<file path="src/rtl/yield_pkg.sv">
package yield_pkg;

  typedef enum logic [1:0] {
    ST_OWN   = 2'd0,
    ST_OFFER = 2'd1,
    ST_YIELD = 2'd2
  } arb_state_e;

  localparam int unsigned PIN_COUNT = 4;
  localparam int unsigned PIN_REQ   = 3;
  localparam int unsigned PIN_ACK   = 2;
  localparam int unsigned PIN_STB   = 1;
  localparam int unsigned PIN_DTK   = 0;

  function automatic logic may_offer(input logic req, input logic busy,
                                     input logic strobe);
    return req & ~busy & ~strobe;
  endfunction

  function automatic logic claim_valid(input logic ack, input logic strobe,
                                       input logic dtk);
    return ack & ~strobe & ~dtk;
  endfunction

endpackage

</file>
<file path="src/rtl/yield_sync.sv">
module yield_sync #(
  parameter int unsigned     WIDTH    = 4,
  parameter int unsigned     STAGES   = 2,
  parameter logic [WIDTH-1:0] IDLE_VAL = '1
) (
  input  logic             clk,
  input  logic             rst_n,
  input  logic [WIDTH-1:0] din,
  output logic [WIDTH-1:0] dout
);

  for (genvar s = 0; s < STAGES; s++) begin : g_stage
    logic [WIDTH-1:0] q;
    if (s == 0) begin : g_first
      always_ff @(posedge clk or negedge rst_n) begin
        if (!rst_n) q <= IDLE_VAL;
        else        q <= din;
      end
    end else begin : g_next
      always_ff @(posedge clk or negedge rst_n) begin
        if (!rst_n) q <= IDLE_VAL;
        else        q <= g_stage[s-1].q;
      end
    end
  end

  assign dout = g_stage[STAGES-1].q;

endmodule

</file>
<file path="src/rtl/yield_fsm.sv">
module yield_fsm
  import yield_pkg::*;
(
  input  logic       clk,
  input  logic       rst_n,
  input  logic       req,
  input  logic       ack,
  input  logic       strobe,
  input  logic       dtk,
  input  logic       busy,
  output arb_state_e state,
  output logic       offer_ok,
  output logic       claim_ok
);

  arb_state_e state_nx;

  assign offer_ok = may_offer(req, busy, strobe);
  assign claim_ok = claim_valid(ack, strobe, dtk);

  always_comb begin
    state_nx = state;
    unique case (state)
      ST_OWN: begin
        if (ack)           state_nx = ST_YIELD;
        else if (offer_ok) state_nx = ST_OFFER;
      end
      ST_OFFER: begin
        if (claim_ok)      state_nx = ST_YIELD;
        else if (!req)     state_nx = ST_OWN;
      end
      ST_YIELD: begin
        if (!ack)          state_nx = ST_OWN;
      end
      default:             state_nx = ST_OWN;
    endcase
  end

  always_ff @(posedge clk or negedge rst_n) begin
    if (!rst_n) state <= ST_OWN;
    else        state <= state_nx;
  end

endmodule

</file>
<file path="src/rtl/yield_drive.sv">
module yield_drive
  import yield_pkg::*;
(
  input  arb_state_e state,
  output logic       grant_n,
  output logic       hiz
);

  assign grant_n = (state != ST_OFFER);
  assign hiz     = (state == ST_YIELD);

endmodule

</file>
<file path="src/rtl/bus_yield_arbiter.sv">
module bus_yield_arbiter
  import yield_pkg::*;
#(
  parameter int unsigned SYNC_STAGES = 2
) (
  input  logic clk,
  input  logic rst_n,
  input  logic bus_req_n,
  input  logic grant_ack_n,
  input  logic addr_strobe_n,
  input  logic data_ack_n,
  input  logic core_busy,
  output logic bus_grant_n,
  output logic bus_hiz
);

  logic [PIN_COUNT-1:0] pins_raw;
  logic [PIN_COUNT-1:0] pins_sync;
  logic req_s, ack_s, strobe_s, dtk_s;
  logic offer_ok, claim_ok;
  arb_state_e state;

  assign pins_raw[PIN_REQ] = bus_req_n;
  assign pins_raw[PIN_ACK] = grant_ack_n;
  assign pins_raw[PIN_STB] = addr_strobe_n;
  assign pins_raw[PIN_DTK] = data_ack_n;

  yield_sync #(
    .WIDTH   (PIN_COUNT),
    .STAGES  (SYNC_STAGES),
    .IDLE_VAL({PIN_COUNT{1'b1}})
  ) u_sync (
    .clk  (clk),
    .rst_n(rst_n),
    .din  (pins_raw),
    .dout (pins_sync)
  );

  assign req_s    = ~pins_sync[PIN_REQ];
  assign ack_s    = ~pins_sync[PIN_ACK];
  assign strobe_s = ~pins_sync[PIN_STB];
  assign dtk_s    = ~pins_sync[PIN_DTK];

  yield_fsm u_fsm (
    .clk     (clk),
    .rst_n   (rst_n),
    .req     (req_s),
    .ack     (ack_s),
    .strobe  (strobe_s),
    .dtk     (dtk_s),
    .busy    (core_busy),
    .state   (state),
    .offer_ok(offer_ok),
    .claim_ok(claim_ok)
  );

  yield_drive u_drive (
    .state  (state),
    .grant_n(bus_grant_n),
    .hiz    (bus_hiz)
  );

endmodule

</file>
<file path="config.mk">
export PLATFORM = sky130hd
export DESIGN_NAME = bus_yield_arbiter
export DESIGN_NICKNAME = d
export VERILOG_FILES = /design/src/rtl/yield_pkg.sv /design/src/rtl/yield_sync.sv /design/src/rtl/yield_fsm.sv /design/src/rtl/yield_drive.sv /design/src/rtl/bus_yield_arbiter.sv
export SDC_FILE = /design/constraint.sdc
export NUM_CORES = 1
export LEC_CHECK = 0
export BUFFER_PORTS_ARGS = -buffer_cell sky130_fd_sc_hd__buf_2
export CORE_AREA = 3 3 40 42
export CTS_CLUSTER_SIZE = 25
export DETAILED_ROUTE_END_ITERATION = 8
export DIE_AREA = 0 0 43 45
export PLACE_DENSITY = 0.47
export SYNTH_ARGS = -nofsm -noshare
export SYNTH_HDL_FRONTEND = slang
export SYNTH_HIERARCHICAL = 1
export SYNTH_SLANG_ARGS = --single-unit
</file>
<file path="constraint.sdc">
create_clock -name clk -period 1.1 [get_ports clk]
set_input_delay 0.055 -clock clk [delete_from_list [all_inputs] [get_ports clk]]
set_output_delay 0.055 -clock clk [all_outputs]
set_load 0.05 [all_outputs]
</file>
==> impl_metrics.csv <==
group,metric,value,unit
outcome,status,"complete, no violations",
critical_path,cp_max_fo,6,
critical_path,crit_chain,"nor2b_2, buf_6",
detailed_routing,drtAntennaViolNets,0,
cts,insertion_delay,0.25,ns
cts,cts_made_buffers,3,
synth,ys_seq_area_share,72.0,%
finish,fillers,120,
placed_design,place.gp.congestion,0.596,
critical_path,crit_required,1.04,ns
finish,fin_util,41.1,%
synth,syn-num-nets,31,
sta,relSlewSlack,86.0,%
sta,rsz0062_at_grt,"no",
global_route,grt_pass1_vias,243,
cts,htree_levels,1,
critical_path,critical-path-top-delay-family,"flip-flops",
synth,ys_ff_latch,10,
placed_design,hpwl,374,um
detailed_routing,detail_route.wl_per_cell,9.14,um
sta,timing.setup.tns,0,ns
critical_path,end_kind,"output pin",
hold_path,min_path_type,"primary input to flip-flop",
detailed_routing,dr_wl_met3,43,um
floorplan,dieHeight,45,um
finish,drive_above_1_share,59.5,%
synth,synth_top_area_share,58.1,%
detailed_routing,drt_pass1_iterations,1,
detailed_routing,vias,223,
placed_design,io_buffers,8,
detailed_routing,met1_length,213,um
global_route,grt_use_total,7.40,%
synth,synth_top_area_cell,"dfstp_2",
sta,finalHoldViolations,0,
sta,max_clock_freq,960,MHz
global_route,overflow,0,
critical_path,worst-path-buf-inv,1,
sta,finalMaxSlewViolations,0,
sta,finalSetupViolCount,0,
cts,clk_pin_slew,0.06,ns
global_route,grt_pass1_wl,966,um
sta,fin_crit,1.04,ns
sta,worst_slew_pin_slew,0.210,ns
finish,nets,50,
cts,cts_root_buf,"clkbuf_4",
detailed_routing,routed_wl,521,um
critical_path,slowest_stage,"dfrtp_2",
finish,area_growth,46.0,%
power_and_ir_drop,powerDensity,1510,nW/um^2
finish,diodes,0,
cts,clockBufferDepth,2,
cts,cts.sinks,10,
synth,avgSynthCellArea,15.1,um^2
critical_path,crit_type,"flip-flop to output pin",
detailed_routing,drtIter0Drc,0,
floorplan,ioPinCount,9,
sta,period_share,94.7,%
global_route,grt_max_degree,11,
detailed_routing,vias_per_cell,3.91,
detailed_routing,met2WireLength,263,um
flow_run,drv_cap,0,
synth,syn_area,362,um^2
floorplan,die_w,43,um
synth,yosysWarnings,6,
critical_path,cpPeakStageDelay,0.44,ns
synth,yosys.cell_types.count,12,
synth,synth_cells,24,
critical_path,cp.arrival,0.99,ns
synth,yosys-top-cells-area,"dfstp_2, dfrtp_1, inv_1, nor3b_4, nor3b_2",
finish,design_area,528,um^2
floorplan,dieArea,1940,um^2
floorplan,fp.coreArea,1280,um^2
floorplan,rows,13,
critical_path,critPathLaunchType,"flip-flop",
power_and_ir_drop,power.leakage,0.236,nW
floorplan,start_util,28.1,%
power_and_ir_drop,vdd_drop_max,0.637,mV
critical_path,r2r_slack,0.10,ns
placed_design,dpl_cell_area,420,um^2
detailed_routing,drcViolationCount,0,
global_route,antenna_found_initial,0,
detailed_routing,highest_layer,"met3",
cts,cts_tree,"yes",
sta,fin_skew,0.00260,ns
## placed cells by master (no fill, tap or decap)
master / synthesis / layout
dfstp_2: 8 / 8
buf_2: 0 / 6
inv_1: 5 / 5
dlygate4sd3_1: 0 / 5
clkbuf_4: 0 / 3
buf_6: 0 / 2
clkbuf_8: 0 / 1
nand2b_1: 1 / 1
nor2b_2: 1 / 1
nor3b_4: 1 / 1
nor3b_2: 1 / 1
nor2b_1: 1 / 1
a22o_1: 1 / 1
nor3_1: 1 / 1
nand3b_1: 1 / 1
o2bb2ai_1: 1 / 1
buf_4: 0 / 1
dfrtp_2: 0 / 1
dfrtp_1: 2 / 1
## Yosys cell counts
master,n
a22o_1,1
dfrtp_1,2
dfstp_2,8
inv_1,5
nand2b_1,1
nand3b_1,1
nor2b_1,1
nor2b_2,1
nor3_1,1
nor3b_2,1
nor3b_4,1
o2bb2ai_1,1
## registers in the layout (all words and copies together) (netlist names)
register / flops
u_fsm/state: 2
u_sync/g_stage.q: 4
u_sync/dout: 4
## where the power goes
part / leakage [nW] / switching (mW) / internal [mW]
clock network: 0.0210 / 0.115 / 0.200
logic: 0.107 / 0.0354 / 0.0405
registers: 0.108 / 0.00721 / 0.398
total: 0.236 / 0.158 / 0.639
## routing by layer
metal	vias to the layer above	track usage (%)
met5	-	0
met3	0	4.78
li1	110	-
met2	9	10.8
met1	104	6.95
met4	0	7.23
## path summary, 6_finish.rpt
kind,from,end,cells after the start
max,u_fsm/state[0],bus_hiz,2
min,core_busy,u_fsm/state[0],3
max reg2reg,u_sync/dout[2],u_fsm/state[1],3
min reg2reg,u_sync/g_stage[0].q[1],u_sync/dout[1],0
max in group asynchronous,rst_n,u_sync/g_stage[0].q[0],2
min in group asynchronous,rst_n,u_fsm/state[1],2
## cells by family (layout without fill, tap and decap cells)
| logic type | Yosys count | in the layout | share of synthesized area, % |
|---|---|---|---|
| DFF | 10 | 10 | 72.0 |
| and+or+nand+nor | 7 | 7 | 18.0 |
| buffers and inverters | 5 | 23 | 5.19 |
| AOI/OAI and AO/OA | 2 | 2 | 4.85 |
## cell type report
class                           count  area, um^2  area share, %
Multi-Input combinational cell      9        82.6           15.6
Inverter                            5        18.8           3.55
Timing Repair Buffer               14         110           20.9
Sequential cell                    10         262           49.5
Clock buffer                        4        36.3           6.87
Tap cell                           15        18.8           3.55
## worst register-to-register path, cell delays in order, from the launching register on
cell and delay, ns:
dfstp_2 0.51, inv_1 0.05, nor3b_4 0.15, a22o_1 0.18
## timing repair
item | CTS | global route
resized for setup | 1 | 5
endpoints found under the hold margin | 14 | 0
cloned | 0 | 0
buffers inserted | 0 | 1
setup endpoints to repair | 1 | 2
hold buffers | 5 | 0
## per-stage QoR
stage	setup WS (ns)	hold slack, ns	power (mW)	cells
2_1_floorplan	0.138	-0.241	0.442	24
3_3_place_gp	0.105	-0.0896	0.464	47
3_5_place_dp	0.0989	-0.0797	0.467	47
4_1_cts	0.00789	0.0810	0.800	56
5_1_grt	0.0120	0.0886	0.846	57
6_report	0.0583	0.0816	0.797	57
No activity file was read; power rests on OpenSTA's default activity.
